<file path="config.mk">
export PLATFORM = sky130hd
export DESIGN_NAME = errAlertAgg
export DESIGN_NICKNAME = d
export VERILOG_FILES = /design/src/rtl/errAlertPkg.sv /design/src/rtl/errAlertCtrl.sv /design/src/rtl/errAlertDatapath.sv /design/src/rtl/errAlertAgg.sv
export SDC_FILE = /design/constraint.sdc
export NUM_CORES = 1
export LEC_CHECK = 0
export ABC_AREA = 1
export ABC_CLOCK_PERIOD_IN_PS = 3500
export BUFFER_PORTS_ARGS = -buffer_cell sky130_fd_sc_hd__buf_2
export CAP_MARGIN = 0
export CORE_MARGIN = 2
export CORE_UTILIZATION = 60
export CTS_BUF_LIST = sky130_fd_sc_hd__clkbuf_4
export DETAILED_ROUTE_END_ITERATION = 8
export PLACE_DENSITY = 0.87
export SKIP_LAST_GASP = 1
export SLEW_MARGIN = 0
export SYNTH_ARGS = -nofsm -noshare
export SYNTH_HDL_FRONTEND = slang
export SYNTH_HIERARCHICAL = 1
export SYNTH_SLANG_ARGS = --single-unit
export TNS_END_PERCENT = 1
</file>
<file path="constraint.sdc">
create_clock -name clk -period 3.5 [get_ports clk]
set_clock_uncertainty 0.1 [all_clocks]
set_input_delay 0.7 -clock clk [delete_from_list [all_inputs] [get_ports clk]]
set_output_delay 0.7 -clock clk [all_outputs]
set_load 0.1 [all_outputs]
</file>
<file path="src/rtl/errAlertPkg.sv">
package errAlertPkg;
  localparam int DATA_W = 8;
  localparam int ADDR_W = 4;

  localparam logic [ADDR_W-1:0] A_HOST_GPI = 4'd0;
  localparam logic [ADDR_W-1:0] A_HOST_EVT = 4'd1;
  localparam logic [ADDR_W-1:0] A_MGMT_GPI = 4'd2;
  localparam logic [ADDR_W-1:0] A_MGMT_EVT = 4'd3;
  localparam logic [ADDR_W-1:0] A_CFG      = 4'd4;
  localparam logic [ADDR_W-1:0] A_GPI_MASK = 4'd5;
  localparam logic [ADDR_W-1:0] A_EVT_MASK = 4'd6;
  localparam logic [ADDR_W-1:0] A_SLP1     = 4'd7;
  localparam logic [ADDR_W-1:0] A_SLP3     = 4'd8;
  localparam logic [ADDR_W-1:0] A_SLP45    = 4'd9;
  localparam logic [ADDR_W-1:0] A_SUMMARY  = 4'd10;

  localparam int CFG_RUN   = 0;
  localparam int CFG_ALERT = 1;
  localparam int CFG_COR   = 2;
  localparam int CFG_SLP_LO = 4;

  localparam int NUM_BANKS = 2;  // index 0 = host, 1 = management
  localparam int NUM_SLP_MASKS = 3;

  typedef struct packed {
    logic [NUM_BANKS-1:0][DATA_W-1:0] clrGpi;
    logic [NUM_BANKS-1:0][DATA_W-1:0] clrEvt;
    logic [DATA_W-1:0]                gpiMaskEff;
    logic [DATA_W-1:0]                evtMaskEff;
    logic                             alertEn;
    logic                             runMode;
  } errStrobe_t;
endpackage

</file>
<file path="src/rtl/errAlertCtrl.sv">
module errAlertCtrl
  import errAlertPkg::*;
#(
  parameter int NUM_GPI = 8,
  parameter int NUM_EVT = 8
) (
  input  logic                 clk,
  input  logic                 rstN,
  input  logic                 regWr,
  input  logic                 regRd,
  input  logic [ADDR_W-1:0]    regAddr,
  input  logic [DATA_W-1:0]    regWdata,
  input  logic [NUM_GPI-1:0]   hostGpi,
  input  logic [NUM_GPI-1:0]   mgmtGpi,
  input  logic [NUM_EVT-1:0]   hostEvt,
  input  logic [NUM_EVT-1:0]   mgmtEvt,
  input  logic                 hostSum,
  input  logic                 mgmtSum,
  output logic [DATA_W-1:0]    regRdata,
  output errStrobe_t           strobe
);
  localparam logic [DATA_W-1:0] ALL_ONES = {DATA_W{1'b1}};

  logic              cfgRun, cfgAlertEn, cfgCor;
  logic [1:0]        cfgSleep;
  logic [DATA_W-1:0] gpiMask, evtMask;
  logic [DATA_W-1:0] slpMask [NUM_SLP_MASKS];
  logic [DATA_W-1:0] slpSel;
  logic [DATA_W-1:0] cfgWord;

  always_ff @(posedge clk or negedge rstN) begin
    if (!rstN) begin
      cfgRun     <= 1'b0;
      cfgAlertEn <= 1'b0;
      cfgCor     <= 1'b0;
      cfgSleep   <= 2'd0;
      gpiMask    <= '0;
      evtMask    <= '0;
    end else if (regWr) begin
      if (regAddr == A_CFG) begin
        cfgRun     <= regWdata[CFG_RUN];
        cfgAlertEn <= regWdata[CFG_ALERT];
        cfgCor     <= regWdata[CFG_COR];
        cfgSleep   <= regWdata[CFG_SLP_LO +: 2];
      end
      if (regAddr == A_GPI_MASK) gpiMask <= regWdata;
      if (regAddr == A_EVT_MASK) evtMask <= regWdata;
    end
  end

  for (genvar s = 0; s < NUM_SLP_MASKS; s++) begin : g_slp
    localparam logic [ADDR_W-1:0] MY_ADDR = A_SLP1 + ADDR_W'(s);
    always_ff @(posedge clk or negedge rstN) begin
      if (!rstN)                           slpMask[s] <= ALL_ONES;
      else if (regWr && regAddr == MY_ADDR) slpMask[s] <= regWdata;
    end
  end

  always_comb begin
    slpSel = '0;
    if (cfgSleep != 2'd0) slpSel = slpMask[cfgSleep - 2'd1];
  end

  always_comb begin
    cfgWord = '0;
    cfgWord[CFG_RUN]          = cfgRun;
    cfgWord[CFG_ALERT]        = cfgAlertEn;
    cfgWord[CFG_COR]          = cfgCor;
    cfgWord[CFG_SLP_LO +: 2]  = cfgSleep;
  end

  always_comb begin
    logic corHit;
    corHit = regRd && cfgCor;
    strobe = '0;
    strobe.runMode    = cfgRun;
    strobe.alertEn    = cfgAlertEn;
    strobe.gpiMaskEff = gpiMask | slpSel | {DATA_W{~cfgRun}};
    strobe.evtMaskEff = evtMask | {DATA_W{~cfgRun}};
    if (regWr && regAddr == A_HOST_GPI) strobe.clrGpi[0] = regWdata;
    if (regWr && regAddr == A_HOST_EVT) strobe.clrEvt[0] = regWdata;
    if (regWr && regAddr == A_MGMT_GPI) strobe.clrGpi[1] = regWdata;
    if (regWr && regAddr == A_MGMT_EVT) strobe.clrEvt[1] = regWdata;
    if (corHit && regAddr == A_MGMT_GPI) strobe.clrGpi[1] = ALL_ONES;
    if (corHit && regAddr == A_MGMT_EVT) strobe.clrEvt[1] = ALL_ONES;
  end

  always_comb begin
    regRdata = '0;
    case (regAddr)
      A_HOST_GPI: regRdata = DATA_W'(hostGpi);
      A_HOST_EVT: regRdata = DATA_W'(hostEvt);
      A_MGMT_GPI: regRdata = DATA_W'(mgmtGpi);
      A_MGMT_EVT: regRdata = DATA_W'(mgmtEvt);
      A_CFG:      regRdata = cfgWord;
      A_GPI_MASK: regRdata = gpiMask;
      A_EVT_MASK: regRdata = evtMask;
      A_SLP1:     regRdata = slpMask[0];
      A_SLP3:     regRdata = slpMask[1];
      A_SLP45:    regRdata = slpMask[2];
      A_SUMMARY:  regRdata = {{(DATA_W-2){1'b0}}, mgmtSum, hostSum};
      default:    regRdata = '0;
    endcase
  end
endmodule

</file>
<file path="src/rtl/errAlertDatapath.sv">
module errAlertDatapath
  import errAlertPkg::*;
#(
  parameter int NUM_GPI = 8,
  parameter int NUM_EVT = 8
) (
  input  logic               clk,
  input  logic               rstN,
  input  logic [NUM_GPI-1:0] gpioPins,
  input  logic [NUM_EVT-1:0] evtIn,
  input  errStrobe_t         strobe,
  output logic [NUM_GPI-1:0] hostGpi,
  output logic [NUM_GPI-1:0] mgmtGpi,
  output logic [NUM_EVT-1:0] hostEvt,
  output logic [NUM_EVT-1:0] mgmtEvt,
  output logic               hostSum,
  output logic               mgmtSum,
  output logic               alertN
);
  logic [NUM_GPI-1:0] gpiSet;
  logic [NUM_EVT-1:0] evtSet;
  logic [NUM_GPI-1:0] gpiStat [NUM_BANKS];
  logic [NUM_EVT-1:0] evtStat [NUM_BANKS];
  logic [NUM_BANKS-1:0] bankSum;

  assign gpiSet = ~gpioPins & ~strobe.gpiMaskEff[NUM_GPI-1:0];
  assign evtSet = evtIn & ~strobe.evtMaskEff[NUM_EVT-1:0];

  for (genvar b = 0; b < NUM_BANKS; b++) begin : g_bank
    always_ff @(posedge clk or negedge rstN) begin
      if (!rstN) begin
        gpiStat[b] <= '0;
        evtStat[b] <= '0;
      end else begin
        gpiStat[b] <= (gpiStat[b] & ~strobe.clrGpi[b][NUM_GPI-1:0]) | gpiSet;
        evtStat[b] <= (evtStat[b] & ~strobe.clrEvt[b][NUM_EVT-1:0]) | evtSet;
      end
    end
    assign bankSum[b] = (|gpiStat[b]) | (|evtStat[b]);
  end

  assign hostGpi = gpiStat[0];
  assign mgmtGpi = gpiStat[1];
  assign hostEvt = evtStat[0];
  assign mgmtEvt = evtStat[1];
  assign hostSum = bankSum[0];
  assign mgmtSum = bankSum[1];
  assign alertN  = ~(strobe.alertEn & (|bankSum));
endmodule

</file>
<file path="src/rtl/errAlertAgg.sv">
module errAlertAgg
  import errAlertPkg::*;
#(
  parameter int NUM_GPI = 8,
  parameter int NUM_EVT = 8
) (
  input  logic               clk,
  input  logic               rstN,
  input  logic [NUM_GPI-1:0] gpioPins,
  input  logic [NUM_EVT-1:0] evtIn,
  input  logic               regWr,
  input  logic               regRd,
  input  logic [ADDR_W-1:0]  regAddr,
  input  logic [DATA_W-1:0]  regWdata,
  output logic [DATA_W-1:0]  regRdata,
  output logic               alertN
);
  errStrobe_t         strobe;
  logic [NUM_GPI-1:0] hostGpi, mgmtGpi;
  logic [NUM_EVT-1:0] hostEvt, mgmtEvt;
  logic               hostSum, mgmtSum;

  errAlertCtrl #(.NUM_GPI(NUM_GPI), .NUM_EVT(NUM_EVT)) u_ctrl (
    .clk(clk), .rstN(rstN), .regWr(regWr), .regRd(regRd),
    .regAddr(regAddr), .regWdata(regWdata),
    .hostGpi(hostGpi), .mgmtGpi(mgmtGpi), .hostEvt(hostEvt), .mgmtEvt(mgmtEvt),
    .hostSum(hostSum), .mgmtSum(mgmtSum),
    .regRdata(regRdata), .strobe(strobe)
  );

  errAlertDatapath #(.NUM_GPI(NUM_GPI), .NUM_EVT(NUM_EVT)) u_dp (
    .clk(clk), .rstN(rstN), .gpioPins(gpioPins), .evtIn(evtIn), .strobe(strobe),
    .hostGpi(hostGpi), .mgmtGpi(mgmtGpi), .hostEvt(hostEvt), .mgmtEvt(mgmtEvt),
    .hostSum(hostSum), .mgmtSum(mgmtSum), .alertN(alertN)
  );
endmodule

</file>
======== After elaboration in Yosys (flattened, before gate mapping) ========
Index checks and enable logic that the tools add are counted.
word-level totals
  register bits after elaboration ......... 77
  word-level logic and storage cells ...... 82
cells by class
  $add $sub $neg .......................... 1
  $lt $le $gt $ge ......................... 1
  equal/unequal tests ..................... 10
  muxes and demuxes ....................... 11
  bitwise logic cells ..................... 26
  reduce and logical (&&, ||, !) cells .... 20
operators with widths
  kind                                                                    number
  8-bit one-hot mux with 11 select lines                                  1
  8-bit two-way mux                                                       9
  8-bit inverter                                                          7
  8-bit OR                                                                7
  8-bit AND                                                               6
  8-bit OR reduction                                                      4
  8-bit binary-select mux with 2-bit select                               1
  4-bit by 3-bit equality test with 1-bit output (second input constant)  4
  4-bit equality test (second input constant)                             3
  1-bit logical AND                                                       10
  4-bit by 2-bit equality test with 1-bit output (second input constant)  2
  2-bit AND reduction                                                     3
  4-bit by 1-bit equality test with 1-bit output (second input constant)  1
  4-bit logical NOT                                                       1
  3-bit >= comparator (second input constant)                             1
  2-bit inverter with 3-bit output                                        1
  1-bit inverter                                                          2
  1-bit OR                                                                2
  2-bit nonzero test                                                      1
  2-bit OR reduction                                                      1
  2-bit by 1-bit subtractor with 2-bit output (second input constant)     1
  1-bit AND                                                               1

======== Longest topological paths before layout ========
Gate-level depths: netlist of the first run.
  depth after elaboration ................. 11
  depth in mapped cells ................... 8
  depth with buffers taken out ............ 8

======== Hierarchy ========
Netlist of the first run, hierarchy kept.
modules (own cells, without submodules)
  module            times used  cells each  area an instance (um2)
  errAlertCtrl      1           488         3283.1
  errAlertDatapath  1           134         1266.2

======== Worst setup path before layout of the first run ========
Ideal clock, no wire load.
  path kind ............................... reg2out
  start ................................... register u_dp.gpiStat, in the netlist u_dp/hostGpi[5]
  end ..................................... output port alertN
  data arrival time ....................... 2.030 ns
  data required time ...................... 2.700 ns
  slack ................................... 0.670 ns
  stages on the path, launching flop included .. 6
  path through ............................ dfrtp_1 nor2_1 nand2_1 nor2_1 nand2_1 o21ai_1
between the ends
  word-level cells in the longest chain between the ends .. 5
ends and longest elaborated chain
  what                             line                    source
  start, declared                  errAlertDatapath.sv:22  logic [NUM_GPI-1:0] gpiStat [NUM_BANKS];
  start signal, assigned by index  errAlertDatapath.sv:35  gpiStat[b] <= (gpiStat[b] & ~strobe.clrGpi[b][NUM_GPI-1:0]) | gpiSet;
  8-bit OR reduction               errAlertDatapath.sv:39  assign bankSum[b] = (|gpiStat[b]) | (|evtStat[b]);
  1-bit OR                         errAlertDatapath.sv:39
  net hostSum                      errAlertAgg.sv:21       logic hostSum, mgmtSum;
  2-bit OR reduction               errAlertDatapath.sv:48  assign alertN = ~(strobe.alertEn & (|bankSum));
  1-bit AND                        errAlertDatapath.sv:48
  1-bit inverter                   errAlertDatapath.sv:48
  end, declared                    errAlertAgg.sv:16       output logic alertN
The timed path passes the listed nets, and every way through them passes these cells.

======== Final worst setup path of the first run ========
  start ................................... input port regAddr[1]
  end ..................................... output port regRdata[6]
between the ends
  word-level cells in the longest chain between the ends .. 2
  elaborated cells on any way between the ends .. 12
  those cells by class .................... eq/ne: 10; mux: 1; reduce/logical: 1
ends and longest elaborated chain
  what                                               line                source
  start, declared                                    errAlertAgg.sv:13   input logic [ADDR_W-1:0] regAddr,
  4-bit equality test, or another cell as far along  errAlertCtrl.sv:90  case (regAddr)
  8-bit one-hot mux with 11 select lines *           errAlertCtrl.sv:90
  end, declared                                      errAlertAgg.sv:15   output logic [DATA_W-1:0] regRdata,
Mark *: on every way between the ends. The rest lies on a longest branch, timed or not.

==> out/metrics.sh, run 1 <==
CORE_REGION_AREA_UM2=7290
SETUP.WORST_PATH.END_CLASS='output port'
PERIOD_MINUS_SLACK_NS=2.98
DRV_CAP=0
OUTCOME='finished clean'
POST_SYN_AREA_UM2=4540
CTS-HOLD-FIX-BUFFERS=0
CRITICALPATHCATEGORY='input pin to output port'
POST_SYNTH.CELL_AREA_AVG_UM2=7.31
START_KIND='input pin'
TNS_NS=0
DETAIL_ROUTE.DRC_VIOLATIONS=0
ROOT_BUFFER='sky130_fd_sc_hd__clkbuf_4'
POSTPLACECELLAREA_UM2=4880
GRT_PASS1_VIAS=4211
ROW_COUNT=31
FINALWIRELENGTH_MM=13.3
CTS.CLK_SLEW.WORST_PATHS_NS=0.13
CTS_SINKS=77
SYNTH_WARNINGS=6
GRT_OVERFLOW_TOTAL=0
HOLD_WS_NS=0.306
GRT_START_MAX_NET_PINS=78
WORST_EP_ARRIVAL_TIME_NS=2.18
ROUTE.ANTENNA.REMAINING_NETS=0
TRITONCTS='done'
MAXCLOCKFREQUENCY_MHz=336
LAYOUT_WORST_PATH_CYCLE_SHARE=0.851
SYNTHTOLAYOUTAREAGROWTH_PCT=12.1
POWER-PER-CELL-AREA_nW_PER_UM2=575
GRT_FIRST_PASS_WIRELENGTH_MM=21.3
DIE_AREA_UM2=8280
HOLD_VIOLATIONS=0
STDCELL_AREA_UM2=5090
FINAL_NET_COUNT=690
GRT.TOTAL_USAGE=0.333
PLACE.DETAILED.HPWL_MM=9.40
RSZ0062_AT_GRT='false'
SLEW_VIOL_FINAL=0
DRIVE_ABOVE_1_SHARE=0.193
START_UTIL=0.623
DETAIL_ROUTE.FIRST_PASS.ITERATIONS=7
SYNTHESIS.INSTANCES=621
SLEW_HEADROOM=0.358
POST-ROUTE-UTIL=0.698
VIA_COUNT=4473
STATIC-LEAKAGE-POWER_nW=2.61
WORST-SLEW-PIN-TRANSITION_NS=0.963
VIAS_PER_CELL=5.88
CLOCK_LATENCY_NS=0.45
NUMBER_OF_BUFFERS_CREATED_BY_CTS=9
PORTBUFFERS=40
ANTENNA_CELLS=0
HTREE_NUM_LEVELS=3
IOPINCOUNT=41
WORSTPATHMAXFANOUT=13
GRT_ANTENNA_BEFORE_REPAIR=0
DRTITER0DRC=457
PLACE.GP.CONGESTION=1.00
CTS_RESIZED=0
CTS_SETUP_BUFFERS=0
WORSTHOLDPATHTYPE='input pin to async pin'
SETUP_VIOL=0
ROUTEDWLPERCELL_UM=17.5
CHIPHEIGHT_UM=91.0
REQUIRED_NS=2.70
DIE_W_UM=91.0
SYN-NUM-NETS=654
VDD_DROP_MAX_mV=0.301
CLOCK_PATH_BUFFERS=2
-- report_power, final --
part	total (mW)	switching [mW]	leakage [nW]	internal, mW
clock network	0.778	0.336	0.107	0.442
registers	1.32	0.189	0.830	1.13
logic	0.829	0.548	1.67	0.281
-- per-stage QoR --
stage	std cells	worst slack [ns]	total power [mW]
floorplan	621	0.670	1.85
CTS	761	0.582	2.91
detailed placement	745	0.582	2.14
global placement	745	0.602	2.10
global route	761	0.436	3.06
finish	761	0.522	2.93
-- critical path: stages --
cell and delay [ns]:
sky130_fd_sc_hd__buf_2 0.13, sky130_fd_sc_hd__nand2_1 0.13, sky130_fd_sc_hd__inv_1 0.40, sky130_fd_sc_hd__nand2_1 0.19
sky130_fd_sc_hd__inv_2 0.12, sky130_fd_sc_hd__nand2_1 0.07, sky130_fd_sc_hd__nand2_1 0.07, sky130_fd_sc_hd__inv_1 0.04
sky130_fd_sc_hd__nand3_1 0.12, sky130_fd_sc_hd__buf_12 0.19
-- final timing paths --
kind | to | slack, ns | startpoint | depth (start not counted)
worst max-delay path | regRdata[6] | 0.52 | regAddr[1] | 10
worst min-delay path | u_ctrl/cfgSleep[0] | 0.31 | rstN | 1
worst max register to register | u_dp/mgmtGpi[6] | 0.98 | u_ctrl/cfgSleep[0] | 7
worst min register to register | u_ctrl/slpMask[14] | 0.39 | u_ctrl/slpMask[14] | 2
max in group asynchronous | u_dp/hostGpi[3] | 2.39 | rstN | 1
min in group clk | u_dp/hostGpi[7] | 0.33 | gpioPins[7] | 2
-- cell type report --
type | count | area, um^2
Clock inverter | 6 | 136
Timing Repair Buffer | 47 | 375
Clock buffer | 10 | 75.1
Inverter | 102 | 383
Multi-Input combinational cell | 420 | 2040
Fill cell | 630 | 2200
Tap cell | 99 | 124
Sequential cell | 77 | 1960
-- metal layers --
layer | part of all wire | vias up | GRT usage
li1 | - | 2058 | -
met1 | 0.40 | 2103 | 0.443
met2 | 0.47 | 258 | 0.533
met3 | 0.087 | 54 | 0.0664
met4 | 0.041 | 0 | 0.143
met5 | 0 | - | 0
-- flip-flops by register name (all words and copies together), names as in the netlist, 2 cells and up --
name and flops:
u_ctrl/cfgSleep 2, u_ctrl/evtMask 8, u_ctrl/gpiMask 8, u_ctrl/slpMask 24, u_dp/hostEvt 8, u_dp/hostGpi 8
u_dp/mgmtEvt 8, u_dp/mgmtGpi 8
-- placed cells by master, fill, tap and decap left out, types with 2 or more instances in the layout --
cell type,n
sky130_fd_sc_hd__inv_2,3
sky130_fd_sc_hd__clkbuf_4,10
sky130_fd_sc_hd__bufinv_16,4
sky130_fd_sc_hd__nor2_1,72
sky130_fd_sc_hd__o21ai_0,37
sky130_fd_sc_hd__o21ai_2,15
sky130_fd_sc_hd__buf_2,31
sky130_fd_sc_hd__buf_12,8
sky130_fd_sc_hd__nand3_2,5
sky130_fd_sc_hd__nand3b_1,3
sky130_fd_sc_hd__nand3_1,77
sky130_fd_sc_hd__dfstp_2,24
sky130_fd_sc_hd__nor2_2,4
sky130_fd_sc_hd__o21ai_1,18
sky130_fd_sc_hd__buf_4,8
sky130_fd_sc_hd__inv_1,99
sky130_fd_sc_hd__dfrtp_1,53
sky130_fd_sc_hd__nand2_1,142
sky130_fd_sc_hd__nor2_4,5
sky130_fd_sc_hd__nand2_2,5
sky130_fd_sc_hd__o22ai_1,32
sky130_fd_sc_hd__nand2_4,2
(Power assumes the default switching activity.)
==> run 2: changes to the inputs <==
--- a/config.mk
+++ b/config.mk
@@ -8,16 +8,14 @@
 export ABC_AREA = 1
 export ABC_CLOCK_PERIOD_IN_PS = 3500
 export BUFFER_PORTS_ARGS = -buffer_cell sky130_fd_sc_hd__buf_2
-export CAP_MARGIN = 0
 export CORE_MARGIN = 2
 export CORE_UTILIZATION = 60
 export CTS_BUF_LIST = sky130_fd_sc_hd__clkbuf_4
 export DETAILED_ROUTE_END_ITERATION = 8
-export PLACE_DENSITY = 0.87
+export PLACE_DENSITY = 0.88
 export SKIP_LAST_GASP = 1
 export SLEW_MARGIN = 0
 export SYNTH_ARGS = -nofsm -noshare
 export SYNTH_HDL_FRONTEND = slang
-export SYNTH_HIERARCHICAL = 1
 export SYNTH_SLANG_ARGS = --single-unit
 export TNS_END_PERCENT = 1
==> run 2 against run 1 <==
Critical path type unchanged. Utilization decreased by 3.0 points. Register-to-register slack gained 0.09 ns. Sequential cell count stayed put. Via count is 9.4% lower. Largest power group unchanged.
==> out/metrics.sh, run 2 <==
SYNTH_FA_HA_AREA_FRAC=0.00287
WL_MET1_MM=4.85  # -9.0%
SYNTH-COMPOUND-AREA-SHARE=0.103
WORST-SLEW-PIN-TRANSITION_NS=0.958  # -0.00427 ns
HOLD_VIOLATIONS=0  # unchanged
NETLIST.TOP_CELL.BY_AREA='sky130_fd_sc_hd__dfrtp_1'
TNS_NS=0  # unchanged
CRIT_CHAIN='buf_2 -> inv_2 -> nor2_1 -> nand2_1 -> o21ai_1 -> nor2_1 -> nand3_1 -> buf_2'
POST_SYN_AREA_UM2=4360  # -4.0%
SYNTH.TOP_CELLS.BY_COUNT='sky130_fd_sc_hd__nand2_1, sky130_fd_sc_hd__nor2_1, sky130_fd_sc_hd__dfrtp_1'
PATH_BUF_INV=3  # -2
YOSYS.AREA.TOP_TYPE_SHARE=0.304
MAXCLOCKFREQUENCY_MHz=335  # -0.10%
NETLIST_TOP_CELLS_AREA='sky130_fd_sc_hd__dfrtp_1, sky130_fd_sc_hd__nand2_1, sky130_fd_sc_hd__dfstp_2'
IOPINCOUNT=41  # unchanged
CTS.CLK_SLEW.WORST_PATHS_NS=0.13  # about the same
SYNTH_MUX_AREA_FRAC=0
WORSTPATHMAXFANOUT=7  # -6
PORTBUFFERS=40  # unchanged
SYNTHARSTFLOPSHARE=1.00
REGISTERS.TOP_BY_FF_COUNT='u_ctrl.slpMask'
MOSTFREQUENTLAYOUTCELL='sky130_fd_sc_hd__nand2_1'
CRITPATHLAUNCH='regAddr[2]'
PLACE.GP.CONGESTION=0.977  # -2.6%
HTREE_NUM_LEVELS=3  # unchanged
POWER-PER-CELL-AREA_nW_PER_UM2=576  # +0.20%
POSTPLACECELLAREA_UM2=4610  # -5.6%
MOST-COMMON-LAYOUT-CELLS='sky130_fd_sc_hd__nand2_1, sky130_fd_sc_hd__nor2_1, sky130_fd_sc_hd__dfrtp_1'
STDCELL_AREA_UM2=4770  # -6.3%
DRTITER0DRC=435  # -4.8%
CHIPHEIGHT_UM=89.3  # -1.9%
ROW_COUNT=31  # unchanged
UNIQUE_CELL_TYPE_COUNT_IN_THE_YOSYS_NETLIST=27
GRT.TOTAL_USAGE=0.315  # -0.0178
POST_SYNTH_AND_OR_NAND_NOR_AREA_FRACTION=0.387
CRITICALPATHCATEGORY='input pin to output port'
CP_TOP_FAMILY='simple AND/OR/NAND/NOR gates'
START_KIND='input pin'
DRV_CAP=0  # unchanged
SYNTH_MOST_COMMON_CELL='sky130_fd_sc_hd__nand2_1'
CP_SLOWEST_CELL='sky130_fd_sc_hd__buf_2'
OUTCOME='finished clean'
LAYOUT_WORST_PATH_CYCLE_SHARE=0.852  # +0.000890
MET2_WIRELENGTH_MM=5.63  # -11%
SEQ_AREA_FRAC_SYNTH=0.449
GRT_OVERFLOW_TOTAL=0  # unchanged
SETUP_VIOL=0  # unchanged
RSZ0062_AT_GRT='false'
DRIVE_ABOVE_1_SHARE=0.213  # +0.0200
COMBINATIONAL_FAMILY_WITH_THE_MOST_AREA_AFTER_SYNTHESIS='simple AND/OR/NAND/NOR gates'
N_FILL_CELL=635  # +0.79%
MAXUSEDROUTINGLAYER='met4'
GRT_FIRST_PASS_WIRELENGTH_MM=18.7  # -12%
SYNTH_XOR_XNOR_AREA_SHARE=0
NUMBER_OF_BUFFERS_CREATED_BY_CTS=9  # unchanged
YS_FF_LATCH=77
FINAL_NET_COUNT=656  # -4.9%
SYNTH_WARNINGS=0  # -6
YS.FLOP_TYPE='sky130_fd_sc_hd__dfrtp_1'
WORSTHOLDPATHTYPE='input pin to async pin'
CORE_REGION_AREA_UM2=7140  # -2.1%
DETAIL_ROUTE.FIRST_PASS.ITERATIONS=6  # -1
DIE_AREA_UM2=7970  # -3.8%
GRT_PASS1_VIAS=3806  # -9.6%
VIA_COUNT=4053  # -9.4%
CLOCK_PATH_BUFFERS=2  # unchanged
CRITICAL_PATH.REG2REG.STARTPOINT='u_ctrl.cfgSleep[0]'
PLACE.DETAILED.HPWL_MM=8.79  # -6.4%
SYNTHESIS.INSTANCES=582  # -6.3%
SETUP.WORST_PATH.END_CLASS='output port'
REQUIRED_NS=2.70  # about the same
START_UTIL=0.611  # -0.0117
CLOCK_LATENCY_NS=0.43  # -0.02 ns
SYN-NUM-NETS=615  # -6.0%
VDD_DROP_MAX_mV=0.378  # +26%
TRITONCTS='done'
ROUTE.ANTENNA.REMAINING_NETS=0  # unchanged
DIE_W_UM=89.3  # -1.9%
SLEW_VIOL_FINAL=0  # unchanged
GRT_ANTENNA_BEFORE_REPAIR=0  # unchanged
WORST_EP_ARRIVAL_TIME_NS=2.18  # about the same
SYNTH_EDF_COUNT=0
FINALWIRELENGTH_MM=11.6  # -13%
ANTENNA_CELLS=0  # unchanged
ROOT_BUFFER='sky130_fd_sc_hd__clkbuf_4'
SYNTHTOLAYOUTAREAGROWTH_PCT=9.35
CTS_RESIZED=0  # unchanged
LARGEST_REGISTER_FFS=24  # unchanged
CTS_SETUP_BUFFERS=0  # unchanged
CTS_SINKS=77  # unchanged
PERIOD_MINUS_SLACK_NS=2.98  # +0.00311 ns
ROUTE.MET3.WL_UM=808  # -30%
DETAIL_ROUTE.DRC_VIOLATIONS=0  # unchanged
VIAS_PER_CELL=5.57  # -5.2%
CTS-HOLD-FIX-BUFFERS=0  # unchanged
MULTI_INPUT_AREA_UM2=2150  # +5.3%
POST_SYNTH.CELL_AREA_AVG_UM2=7.49  # +2.5%
GRT_START_MAX_NET_PINS=78  # unchanged
ROUTEDWLPERCELL_UM=16.0  # -8.7%
REGISTER_AREA_UM2=1960  # unchanged
WORST_PATH_LARGEST_CELL_DELAY_NS=0.44  # +0.04 ns
STATIC-LEAKAGE-POWER_nW=2.26  # -13%
SLEW_HEADROOM=0.361  # +0.00285
run 2: per-stage QoR:
stage               power (mW)  worst slack (ns)  std cells  utilization  hold slack [ns]
global placement          2.09             0.557        711        0.646            0.364
detailed placement        2.13             0.542        711        0.646            0.369
CTS                       2.74             0.542        727        0.668            0.324
finish                    2.75             0.519        727        0.668            0.276
floorplan                 1.90             0.662        582            -            0.304
global route              2.91             0.396        727        0.668            0.360
run 2: where the power goes:
part	total [mW]	switching, mW	leakage (nW)	internal (mW)
Combinational	0.764	0.531	1.35	0.232
Clock	0.618	0.322	0.0786	0.296
Sequential	1.36	0.211	0.835	1.15
run 2: layout make-up:
type,count,area share
clock buffers,10,0.0157
flip-flops and latches,77,0.410
repair buffers,40,0.0425
inverters,47,0.0370
well taps,99,0.0260
clock inverters,6,0.0184
multi-input cells,448,0.450
run 2: kinds of logic (layout without fill, tap and decap cells):
logic type / Yosys count / count (layout)
and+or+nand+nor: 370 / 370
DFF: 77 / 77
AOI/OAI and AO/OA: 77 / 77
adders and majority gates: 1 / 1
buffers and inverters: 57 / 103
run 2: routing by layer:
layer  GRT usage  up-vias
li1            -     1934
met4       0.126        0
met3      0.0572       35
met1       0.418     1907
met5           0        -
met2       0.515      177
run 2: worst paths after layout:
kind	endpoint	slack [ns]	cells past startpoint
max reg2reg	u_dp.hostGpi[4]	1.07	7
min	u_ctrl.evtMask[0]	0.28	1
min reg2reg	u_ctrl.slpMask[11]	0.39	2
max in group asynchronous	u_dp.hostGpi[0]	2.39	1
min in group clk	u_dp.mgmtEvt[1]	0.37	3
max	regRdata[3]	0.52	8
